**config.mk**
```make
export PLATFORM = sky130hd
export DESIGN_NAME = can_bit_timer
export DESIGN_NICKNAME = d
export VERILOG_FILES = /design/src/rtl/can_bt_pkg.sv /design/src/rtl/cbt_cfg_regs.sv /design/src/rtl/cbt_tq_gen.sv /design/src/rtl/cbt_bit_seq.sv /design/src/rtl/cbt_sampler.sv /design/src/rtl/can_bit_timer.sv
export SDC_FILE = /design/constraint.sdc
export NUM_CORES = 1
export LEC_CHECK = 0
export BUFFER_PORTS_ARGS = -buffer_cell sky130_fd_sc_hd__buf_2
export CAP_MARGIN = 20
export CORE_AREA = 2 2 71 53
export CTS_CLUSTER_DIAMETER = 30
export DETAILED_ROUTE_END_ITERATION = 6
export DIE_AREA = 0 0 73 55
export GPL_TIMING_DRIVEN = 0
export PLACE_DENSITY = 0.76
export SLEW_MARGIN = 0
export SYNTH_ARGS = -nofsm -noshare
export SYNTH_HDL_FRONTEND = slang
export SYNTH_SLANG_ARGS = --single-unit
```
**constraint.sdc**
```tcl
create_clock -name clk -period 4 [get_ports clk]
set_input_delay 1 -clock clk [delete_from_list [all_inputs] [get_ports clk]]
set_output_delay 1 -clock clk [all_outputs]
set_load 0.02 [all_outputs]
```
**src/rtl/can_bt_pkg.sv**
```systemverilog
package can_bt_pkg;

   // configuration word width on the register port
   localparam int unsigned CFG_W      = 8;

   // timing word field layout (decoded by the bit sequencer and sampler)
   localparam int unsigned MODE_BIT   = 7;
   localparam int unsigned SEG2_LSB   = 4;
   localparam int unsigned SEG2_W     = 3;
   localparam int unsigned SEG1_LSB   = 0;
   localparam int unsigned SEG1_W     = 4;

   // register addresses
   localparam logic ADDR_DIV    = 1'b0;
   localparam logic ADDR_TIMING = 1'b1;

   typedef struct packed {
      logic              triple;
      logic [SEG2_W-1:0] seg2;
      logic [SEG1_W-1:0] seg1;
   } timing_word_t;

endpackage

```
**src/rtl/cbt_cfg_regs.sv**
```systemverilog
module cbt_cfg_regs
   import can_bt_pkg::*;
#(
   parameter int unsigned DIV_W     = 6,
   parameter bit          TRIPLE_EN = 1'b1
) (
   input  logic                 clk,
   input  logic                 rst_n,
   input  logic                 cfg_open,
   input  logic                 wr_en,
   input  logic                 wr_addr,
   input  logic [CFG_W-1:0]     wr_data,
   input  logic                 rd_addr,
   output logic [CFG_W-1:0]     rd_data,
   output logic [DIV_W-1:0]     div_q,
   output timing_word_t         timing_q,
   output logic                 cfg_err
);

   logic         wr_div;
   logic         wr_tim;
   timing_word_t timing_d;

   assign wr_div = wr_en & cfg_open & (wr_addr == ADDR_DIV);
   assign wr_tim = wr_en & cfg_open & (wr_addr == ADDR_TIMING);

   generate
      if (TRIPLE_EN) begin : g_mode_kept
         always_comb begin
            timing_d = timing_word_t'(wr_data);
         end
      end else begin : g_mode_tied
         always_comb begin
            timing_d        = timing_word_t'(wr_data);
            timing_d.triple = 1'b0;
         end
      end
   endgenerate

   always_ff @(posedge clk or negedge rst_n) begin
      if (!rst_n) begin
         div_q <= '0;
      end else if (wr_div) begin
         div_q <= wr_data[DIV_W-1:0];
      end
   end

   always_ff @(posedge clk or negedge rst_n) begin
      if (!rst_n) begin
         timing_q <= '0;
      end else if (wr_tim) begin
         timing_q <= timing_d;
      end
   end

   always_comb begin
      if (rd_addr == ADDR_TIMING) begin
         rd_data = CFG_W'(timing_q);
      end else begin
         rd_data = CFG_W'(div_q);
      end
   end

   assign cfg_err = timing_q.triple & (timing_q.seg1 == '0);

endmodule

```
**src/rtl/cbt_tq_gen.sv**
```systemverilog
module cbt_tq_gen #(
   parameter int unsigned DIV_W = 6
) (
   input  logic             clk,
   input  logic             rst_n,
   input  logic             run,
   input  logic [DIV_W-1:0] div,
   output logic             tq_tick,
   output logic             tq_first
);

   logic [DIV_W-1:0] cnt_q;
   logic             at_end;

   assign at_end = (cnt_q == div);

   always_ff @(posedge clk or negedge rst_n) begin
      if (!rst_n) begin
         cnt_q <= '0;
      end else if (!run) begin
         cnt_q <= '0;
      end else if (at_end) begin
         cnt_q <= '0;
      end else begin
         cnt_q <= cnt_q + 1'b1;
      end
   end

   // last clock of a quantum
   assign tq_tick  = run & at_end;
   // first clock of a quantum
   assign tq_first = run & (cnt_q == '0);

endmodule

```
**src/rtl/cbt_bit_seq.sv**
```systemverilog
module cbt_bit_seq
   import can_bt_pkg::*;
#(
   parameter int unsigned QC_W = 5
) (
   input  logic              clk,
   input  logic              rst_n,
   input  logic              run,
   input  logic              tq_tick,
   input  logic              tq_first,
   input  logic [SEG1_W-1:0] seg1,
   input  logic [SEG2_W-1:0] seg2,
   output logic              bit_start,
   output logic              sample_pt
);

   logic [QC_W-1:0] qc_q;
   logic [QC_W-1:0] last_q;
   logic [QC_W-1:0] sample_q;

   // quanta: 0 sync, 1..seg1+1 first segment, then seg2+1 quanta
   assign last_q   = QC_W'(seg1) + QC_W'(seg2) + QC_W'(2);
   assign sample_q = QC_W'(seg1) + QC_W'(1);

   always_ff @(posedge clk or negedge rst_n) begin
      if (!rst_n) begin
         qc_q <= '0;
      end else if (!run) begin
         qc_q <= '0;
      end else if (tq_tick) begin
         if (qc_q == last_q) begin
            qc_q <= '0;
         end else begin
            qc_q <= qc_q + 1'b1;
         end
      end
   end

   assign bit_start = run & tq_first & (qc_q == '0);
   assign sample_pt = tq_tick & (qc_q == sample_q);

endmodule

```
**src/rtl/cbt_sampler.sv**
```systemverilog
module cbt_sampler #(
   parameter bit TRIPLE_EN = 1'b1,
   parameter bit IDLE_VAL  = 1'b1
) (
   input  logic clk,
   input  logic rst_n,
   input  logic run,
   input  logic tq_tick,
   input  logic sample_pt,
   input  logic triple,
   input  logic rx,
   output logic rx_bit
);

   logic bit_d;

   generate
      if (TRIPLE_EN) begin : g_vote
         // hist_q[0]: previous quantum boundary, hist_q[1]: the one before
         logic [1:0] hist_q;
         logic       vote;

         always_ff @(posedge clk or negedge rst_n) begin
            if (!rst_n) begin
               hist_q <= {2{IDLE_VAL}};
            end else if (!run) begin
               hist_q <= {2{IDLE_VAL}};
            end else if (tq_tick) begin
               hist_q <= {hist_q[0], rx};
            end
         end

         assign vote  = (rx & hist_q[0]) | (rx & hist_q[1]) | (hist_q[0] & hist_q[1]);
         assign bit_d = triple ? vote : rx;
      end else begin : g_single
         logic unused_mode;
         assign unused_mode = triple & run & tq_tick;
         assign bit_d       = rx;
      end
   endgenerate

   always_ff @(posedge clk or negedge rst_n) begin
      if (!rst_n) begin
         rx_bit <= IDLE_VAL;
      end else if (sample_pt) begin
         rx_bit <= bit_d;
      end
   end

endmodule

```
**src/rtl/can_bit_timer.sv**
```systemverilog
module can_bit_timer
   import can_bt_pkg::*;
#(
   parameter int unsigned DIV_W     = 6,
   parameter bit          TRIPLE_EN = 1'b1,
   parameter bit          IDLE_VAL  = 1'b1
) (
   input  logic             clk,
   input  logic             rst_n,
   input  logic             init_req,
   input  logic             init_ack,
   input  logic             wr_en,
   input  logic             wr_addr,
   input  logic [CFG_W-1:0] wr_data,
   input  logic             rd_addr,
   output logic [CFG_W-1:0] rd_data,
   input  logic             rx,
   output logic             bit_start,
   output logic             sample_strobe,
   output logic             rx_bit,
   output logic             cfg_err
);

   localparam int unsigned MAX_QUANTA = (1 << SEG1_W) + (1 << SEG2_W) + 1;
   localparam int unsigned QC_W       = $clog2(MAX_QUANTA + 1);

   generate
      if (DIV_W < 1 || DIV_W > CFG_W) begin : g_bad_div_w
         $error("DIV_W must lie between 1 and the configuration word width");
      end
      if (SEG1_W + SEG2_W + 1 > CFG_W) begin : g_bad_layout
         $error("timing fields do not fit in one configuration word");
      end
   endgenerate

   logic             cfg_open;
   logic             run;
   logic [DIV_W-1:0] div_q;
   timing_word_t     timing_q;
   logic             tq_tick;
   logic             tq_first;
   logic             sample_pt;

   assign cfg_open = init_req & init_ack;
   assign run      = rst_n & ~cfg_open;

   cbt_cfg_regs #(
      .DIV_W     (DIV_W),
      .TRIPLE_EN (TRIPLE_EN)
   ) u_regs (
      .clk      (clk),
      .rst_n    (rst_n),
      .cfg_open (cfg_open),
      .wr_en    (wr_en),
      .wr_addr  (wr_addr),
      .wr_data  (wr_data),
      .rd_addr  (rd_addr),
      .rd_data  (rd_data),
      .div_q    (div_q),
      .timing_q (timing_q),
      .cfg_err  (cfg_err)
   );

   cbt_tq_gen #(
      .DIV_W (DIV_W)
   ) u_tq (
      .clk      (clk),
      .rst_n    (rst_n),
      .run      (run),
      .div      (div_q),
      .tq_tick  (tq_tick),
      .tq_first (tq_first)
   );

   cbt_bit_seq #(
      .QC_W (QC_W)
   ) u_seq (
      .clk       (clk),
      .rst_n     (rst_n),
      .run       (run),
      .tq_tick   (tq_tick),
      .tq_first  (tq_first),
      .seg1      (timing_q.seg1),
      .seg2      (timing_q.seg2),
      .bit_start (bit_start),
      .sample_pt (sample_pt)
   );

   cbt_sampler #(
      .TRIPLE_EN (TRIPLE_EN),
      .IDLE_VAL  (IDLE_VAL)
   ) u_smp (
      .clk       (clk),
      .rst_n     (rst_n),
      .run       (run),
      .tq_tick   (tq_tick),
      .sample_pt (sample_pt),
      .triple    (timing_q.triple),
      .rx        (rx),
      .rx_bit    (rx_bit)
   );

   assign sample_strobe = sample_pt;

endmodule

```
* Word-level counts from Yosys, hierarchy flattened
Cells that the tools add are included.
Storage, ports and cells: word-level logic and storage cells 47, latch bits 0, output and inout bits 12, memory bits (read-only) 0, input port bits 16, bits in registers 28, memories 0, RAM bits 0
Operators by class: shifts and indexed selects 0, add/subtract/negate cells 5, bitwise operators 18, equal/unequal tests 4, multiplexer cells 9, divide/modulo/power cells 0, $mul 0, reduce and logical (&&, ||, !) cells 3, $lt $le $gt $ge 0
Operators with widths (number):
- 2-to-1 mux 5 bit | 3
- AND 1 bit | 14
- 2-to-1 mux 6 bit | 2
- == test 5 bit | 2
- 2-to-1 mux 8 bit | 1
- adder 6 x 1 -> 6 bit, second input constant | 1
- == test 6 bit | 1
- zero test 6 bit | 1
- adder 4 x 1 -> 5 bit, second input constant | 1
- adder 4 x 3 -> 5 bit | 1
- adder 5 x 1 -> 5 bit, second input constant | 1
- adder 5 x 2 -> 5 bit, second input constant | 1
- zero test 5 bit | 1
- zero test 4 bit | 1
- 2-to-1 mux 2 bit | 2
- != test 2 bit, second input constant | 1
- NOT 1 bit | 2
- bitwise OR 1 bit | 2
- 2-to-1 mux 1 bit | 1

* Depth between registers and ports, before layout
Gate-level depths: netlist of run 1.
depth in word-level cells 6, depth in mapped cells 10, gate-level depth less buffers 10

* Cells and area by module
From an unflattened synthesis of run 1, not the netlist that was laid out.
Second synthesis, totals: cell total of the unflattened synthesis 167, area total of the unflattened synthesis 1814.2 µm²
Modules (own cells, without submodules):
- cbt_cfg_regs | instances 1, sequential area each 350.3 µm², cells each 41, area an instance 643.1 µm²
- cbt_bit_seq | instances 1, sequential area each 125.1 µm², cells each 71, area an instance 616.8 µm²
- cbt_tq_gen | instances 1, sequential area each 150.1 µm², cells each 40, area an instance 400.4 µm²
- cbt_sampler | instances 1, sequential area each 78.8 µm², cells each 13, area an instance 140.1 µm²
- can_bit_timer | instances 1, sequential area each 0.0 µm², cells each 2, area an instance 13.8 µm²

* Worst setup path after synthesis of run 1
No wires, ideal clock.
path type in2out, from input init_req, to output bit_start, stages 4, arrival 1.924 ns, setup slack 1.076 ns, required time 3.000 ns, buffers on the path 0, cells stage by stage nand2_1 -> and2_1 -> nand3_1 -> nor4_1
Between the ends: longest elaborated chain between the ends 6
RTL lines:
- from (decl) | line can_bit_timer.sv:10 | input logic init_req,
- AND 1 bit * | line can_bit_timer.sv:44 | assign cfg_open = init_req & init_ack;
- NOT 1 bit * | line can_bit_timer.sv:45 | assign run = rst_n & ~cfg_open;
- AND 1 bit * | line can_bit_timer.sv:45
- AND 1 bit | line cbt_tq_gen.sv:32 | assign tq_first = run & (cnt_q == '0);
- AND 1 bit * (2 in series) | line cbt_bit_seq.sv:39 | assign bit_start = run & tq_first & (qc_q == '0);
- to (decl) | line can_bit_timer.sv:18 | output logic bit_start,
Every way passes the cells marked *; elsewhere a longest branch is shown, timed or not.

* Final worst setup path of run 1
from input rst_n, to output bit_start
Between the ends: longest elaborated chain between the ends 4
RTL lines:
- from (decl) | line can_bit_timer.sv:9 | input logic rst_n,
- AND 1 bit * | line can_bit_timer.sv:45
- AND 1 bit | line cbt_tq_gen.sv:32
- AND 1 bit * (2 in series) | line cbt_bit_seq.sv:39
Marked as above.

==> run summary, run 1 <==
CP Data Arrival Time -> 2340 ps
n_diodes -> 0
hold crit path type -> reg -> reg
Clk pin slew, worst setup/hold paths -> 90 ps
DRT Wirelength -> 3580 microns
netlist area before placement -> 1760 sq um
DP Cell Count -> 230
crit path launch -> rst_n
Root Driver -> clkbuf_8
clk_lat worst skew -> 280 ps
Layout Cells excl Fill -> 234
Worst slew margin -> 57.7%
RSZ-0062 raised after global routing -> false
Clock Tree Buf Depth -> 2
wire length on met3 -> 189 microns
CTS tree -> done
I/O Pins -> 28
Primary FF master, synth -> dfrtp_1
synthesized instance count -> 164
worst-path maximum fanout -> 30
Die Wd -> 73 microns
min-delay src -> u_smp.g_vote.hist_q[0]
initial antenna violation count -> 0
Distinct cells, synth -> 37
Comb pwr share -> 37.6%
most frequent cell after synthesis -> dfrtp_1
Yosys top cell area share -> 35.5%
Final Skew -> 3.51 ps
placed inst area -> 1940 sq um
Switching Fraction -> 35.8%
DP Wirelength -> 2790 microns
layout net count -> 224
Yosys warning count -> 0
DRC -> 0
Peak VDD IR -> 0.000270 V
Pre-antenna DRT Iters -> 4
aggregate global routing overflow -> 0
critical path class -> in -> out
final worst-path cycle share -> 83.4%
H-tree Lvls -> 1
post-route minimum period -> 3340 ps
Final Instance Area -> 1990 sq um
crit-path cells -> buf_2 > and2_1 > nand3_1 > nor4_1 > buf_2
Crit. End Element -> output pin
hold buffers post-CTS -> 0
Synth Net Count -> 193
Final Power -> 0.843 mW
FF+latch area -> 704 sq um
PwrDens -> 425 nW/um^2
Die ar. -> 4020 sq um
Synth top cells by count -> dfrtp_1, mux2_2, xor2_1, ha_1, nand2_1
Die H -> 55 microns
FF+latch count, synth -> 28
Worst EP required -> 3000 ps
post-synthesis sequential area ratio -> 40.0%
routed length per instance -> 15.3 microns
Avg Cell Area, Syn -> 10.7 sq um
TNS Setup -> 0 ps
Yosys top cell by area -> dfrtp_1
row count -> 18
CTS sink cnt -> 28
Leakage -> 0.923 nW
setup bufs post-CTS -> 0
P_sw -> 0.302 mW
initial core utilization -> 52.5%
CTS Buf Count -> 3
Core Area -> 3360 sq um
Worst Max-Slew Pin Slew -> 635 ps
Most common cell on crit path -> buf_2
vias in the first global route -> 1,268
Final Max Slew Viols -> 0
# fillers -> 276
Reg2Reg Launch Point -> u_regs.timing_q[1]
ranking of synthesized cells by area -> dfrtp_1, mux2_2, ha_1, xor2_1, dfstp_2
Setup crit start kind -> input pin
Pint -> 0.542 mW
maximum clock frequency -> 300 MHz
P&R area growth vs syn -> 12.8%
pin count of the biggest net entering global routing -> 31
EDFF count, synth -> 0
met2 wire length -> 1660 microns
Routed Antenna Nets -> 0
post-CTS sizing -> 0
final core utilization -> 59.2%
MaxCap Viol Count -> 0
final setup fails -> 0
Placer Congestion -> 0.796
Via-to-Cell Ratio -> 5.59
status -> completed
gr usage total -> 20.2%
initial DRC count -> 50
share of cells above drive strength 1 -> 31.4%
Multi-input gate area -> 1000 sq um
top layer in use -> met4
CP max stage delay -> 500 ps
register share of total power -> 43.7%
Critical-path top delay cell -> buf_2
via count -> 1,307
first-pass GRT wire length -> 6010 microns
Fin. Hold Viols -> 0
Async SR Flop Fraction -> 100%
clock share of power -> 18.8%
M1 WL -> 1680 microns
number of port buffers -> 26
## path summary, 6_finish.rpt
kind                            slack (ps)                     end  cells after the start
worst max-delay path                   660               bit_start                      5
worst min-delay path                   530  u_smp.g_vote.hist_q[1]                      1
worst max register to register        1490           u_seq.qc_q[4]                     10
worst min register to register         530  u_smp.g_vote.hist_q[1]                      1
max in group asynchronous             2860      u_regs.timing_q[0]                      1
min in group asynchronous              730           u_seq.qc_q[2]                      1
## power by group through the flow
stage	combinational (mW)	sequential [mW]	clock, mW
after CTS	0.319	0.368	0.162
after global routing	0.349	0.375	0.174
after global placement	0.298	0.370	0
final	0.317	0.368	0.158
after detailed placement	0.318	0.373	0
after floorplan	0.239	0.361	0
## metal layers
layer | up-vias | GRT usage [%]
li1 | 624 | -
met1 | 641 | 26.2
met2 | 35 | 33.5
met3 | 7 | 5.25
met4 | 0 | 6.17
met5 | - | 0
## area by class of cell
type / instances / area share [%]
multi-input combinational: 123 / 50.6
sequential: 28 / 35.5
timing repair buffer: 26 / 6.55
tap: 40 / 2.52
clock buffer: 4 / 2.27
inverter: 9 / 1.70
buffer: 4 / 0.882
## critical path: cells and delay by family
family	cells	cell delay, ps
simple gates	3	600
buf+inv	2	730
## cells by family (layout without fill, tap and decap cells)
logic type / Yosys count / count (layout) / share of synthesized area, %
muxes: 21 / 21 / 13.6
AOI/OAI and AO/OA: 17 / 17 / 7.32
buffers and inverters: 13 / 43 / 2.91
and+or+nand+nor: 51 / 51 / 16.0
xor gates and xnor gates: 21 / 21 / 10.4
adders and majority gates: 13 / 13 / 9.67
DFF: 28 / 28 / 40.0
## flip-flops by register name, indices dropped and copies added (netlist names)
signal / flops
u_tq.cnt_q: 6
u_regs.timing_q: 8
u_regs.div_q: 6
u_smp.rx_bit: 1
u_seq.qc_q: 5
u_smp.g_vote.hist_q: 2
## stage by stage
step	worst slack [ps]	hold WS, ps
after floorplan	1080	490
after global placement	670	507
final	665	530
after detailed placement	627	520
after global routing	522	551
after CTS	628	533
## cell usage in the layout, fill, tap and decap left out, types with 2 or more instances in the layout
cell type   n
xnor2_1     6
nor2_1      9
o21ai_0     4
mux2_2     20
a21oi_1     5
nor3_1      2
ha_1       12
nor2b_1     3
clkbuf_8    3
nand4_1     2
and2_1      5
buf_2      28
inv_1       9
nand3_1     9
nand2_1    11
dfstp_2     3
xor2_1     15
o22a_1      2
dfrtp_1    25
clkbuf_1    3
Note: power is estimated with default switching activity, not from simulation.
==> run 2, diff against run 1 <==
--- a/config.mk
+++ b/config.mk
@@ -7,12 +7,12 @@
 export LEC_CHECK = 0
 export BUFFER_PORTS_ARGS = -buffer_cell sky130_fd_sc_hd__buf_2
 export CAP_MARGIN = 20
-export CORE_AREA = 2 2 71 53
+export CORE_AREA = 2 2 74 55
 export CTS_CLUSTER_DIAMETER = 30
 export DETAILED_ROUTE_END_ITERATION = 6
-export DIE_AREA = 0 0 73 55
+export DIE_AREA = 0 0 76 57
 export GPL_TIMING_DRIVEN = 0
-export PLACE_DENSITY = 0.76
+export PLACE_DENSITY = 0.73
 export SLEW_MARGIN = 0
 export SYNTH_ARGS = -nofsm -noshare
 export SYNTH_HDL_FRONTEND = slang
==> constraint.sdc (replaced) <==
create_clock -name clk -period 3 [get_ports clk]
set_input_delay 0.75 -clock clk [delete_from_list [all_inputs] [get_ports clk]]
set_output_delay 0.75 -clock clk [all_outputs]
set_load 0.02 [all_outputs]
==> run summary, run 2 (same netlist as run 1, synthesis figures left out) <==
Worst slew margin -> 56.8% (-0.91 points)
number of port buffers -> 26 (unchanged)
Leakage -> 0.922 nW (-0.12%)
via count -> 1,232 (-5.7%)
MaxCap Viol Count -> 0 (unchanged)
share of cells above drive strength 1 -> 32.0% (+0.52 points)
crit-path cells -> buf_2 > and2_1 > nand3_1 > nor4_1 > buf_2
CTS tree -> done
CP max stage delay -> 510 ps (about the same)
Most common cell on crit path -> buf_2
clk_lat worst skew -> 270 ps (about the same)
Die H -> 57 microns (+3.6%)
Reg2Reg Launch Point -> u_regs.timing_q[1]
vias in the first global route -> 1,220 (-3.8%)
Worst EP required -> 2250 ps (-750 ps)
first-pass GRT wire length -> 5840 microns (-2.7%)
Root Driver -> clkbuf_8
Via-to-Cell Ratio -> 5.01 (-10%)
setup bufs post-CTS -> 0 (unchanged)
Final Skew -> 2.53 ps (-0.980 ps)
row count -> 19 (+1)
Die Wd -> 76 microns (+4.1%)
DP Wirelength -> 2570 microns (-7.9%)
P&R area growth vs syn -> 13.7%
status -> completed
critical path class -> in -> out
final setup fails -> 0 (unchanged)
max reg flops -> 8 (unchanged)
Core Area -> 3680 sq um (+9.8%)
most frequent cells in the layout -> buf_2, dfrtp_1, mux2_2, xor2_1, ha_1
DRC -> 0 (unchanged)
post-route minimum period -> 2810 ps
Pre-antenna DRT Iters -> 4 (unchanged)
Setup crit start kind -> input pin
n_diodes -> 0 (unchanged)
CP Data Arrival Time -> 2060 ps (-280 ps)
layout net count -> 224 (unchanged)
commonest non-fill, non-tap cell in the layout -> buf_2
post-CTS sizing -> 0 (unchanged)
Final Max Slew Viols -> 0 (unchanged)
Die ar. -> 4330 sq um (+7.9%)
aggregate global routing overflow -> 0 (unchanged)
top register by number of flip-flops -> u_regs.timing_q
CTS sink cnt -> 28 (unchanged)
H-tree Lvls -> 1 (unchanged)
Worst Max-Slew Pin Slew -> 649 ps (+13.6 ps)
Multi-input gate area -> 1000 sq um (unchanged)
Fin. Hold Viols -> 0 (unchanged)
TNS Setup -> 0 ps (unchanged)
top flop regs -> u_regs.timing_q: 8 flops, u_regs.div_q: 6 flops, u_tq.cnt_q: 6 flops
Crit. End Element -> output pin
initial core utilization -> 47.8% (-4.7 points)
worst-path maximum fanout -> 30 (unchanged)
# fillers -> 337 (+22%)
gr usage total -> 17.0% (-3.2 points)
Clk pin slew, worst setup/hold paths -> 90 ps (about the same)
initial antenna violation count -> 0 (unchanged)
FF+latch area -> 706 sq um (+0.18%)
Worst R2R Setup Slack -> 580 ps (-910 ps)
DRT Wirelength -> 3240 microns (-9.5%)
Peak VDD IR -> 0.000295 V (+9.3%)
smallest hold slack -> 496 ps (-33.5 ps)
crit path launch -> rst_n
maximum clock frequency -> 356 MHz
hold crit path type -> in -> async
PwrDens -> 551 nW/um^2 (+30%)
hold buffers post-CTS -> 0 (unchanged)
Placer Congestion -> 0.752 (-5.4%)
final worst-path cycle share -> 93.5%
RSZ-0062 raised after global routing -> false
Clock Tree Buf Depth -> 2 (unchanged)
initial DRC count -> 40 (-20%)
Critical-path top delay cell -> buf_2
Routed Antenna Nets -> 0 (unchanged)
routed length per instance -> 13.2 microns (-14%)
CTS Buf Count -> 3 (unchanged)
I/O Pins -> 28 (unchanged)
pin count of the biggest net entering global routing -> 31 (unchanged)
final core utilization -> 54.3% (-4.8 points)
## run 2: area by class of cell
class                           count  area share [%]
Multi-Input combinational cell    123            50.2
Timing Repair Buffer               26            6.50
Inverter                            9            1.69
Tap cell                           52            3.25
Clock buffer                        4            2.25
Buffer                              4           0.875
Sequential cell                    28            35.3
## run 2: where the power goes
group          total [mW]  leakage [nW]  switching [mW]  internal (mW)
clock network       0.202        0.0228           0.107         0.0950
registers           0.491         0.350          0.0600          0.431
logic               0.411         0.549           0.216          0.195
total                1.10         0.922           0.382          0.722
## run 2: layer usage
layer  routed length, microns  track usage, %  vias to the layer above
met1                     1750            25.3                      576
met4                       10            3.12                        0
met2                     1340            25.4                       29
met5                        0               0                        -
met3                      144            4.59                        2
li1                         -               -                      625
## run 2: worst max-delay path, delay by kind of cell
family	cells	cell delay (ps)
buffers and inverters	2	730
and+or+nand+nor	3	570
## run 2: stage by stage
stage | std cells | total power [mW] | worst slack [ps] | cell area, sq um
finish | 246 | 1.10 | 194 | 2000
global route | 246 | 1.19 | 19.3 | 2000
CTS | 246 | 1.12 | 158 | 2000
detailed placement | 242 | 0.913 | 164 | 1960
global placement | 242 | 0.902 | 145 | 1960
floorplan | 164 | 0.800 | 393 | 1760
## run 2: final timing paths
check / endpoint / depth (start not counted)
setup / recovery: bit_start / 5
hold / removal: u_seq.qc_q[4] / 1
setup reg to reg: u_seq.qc_q[1] / 9
hold reg to reg: u_smp.g_vote.hist_q[1] / 1
max in group asynchronous: u_regs.timing_q[0] / 1
min in group clk: u_smp.g_vote.hist_q[1] / 1
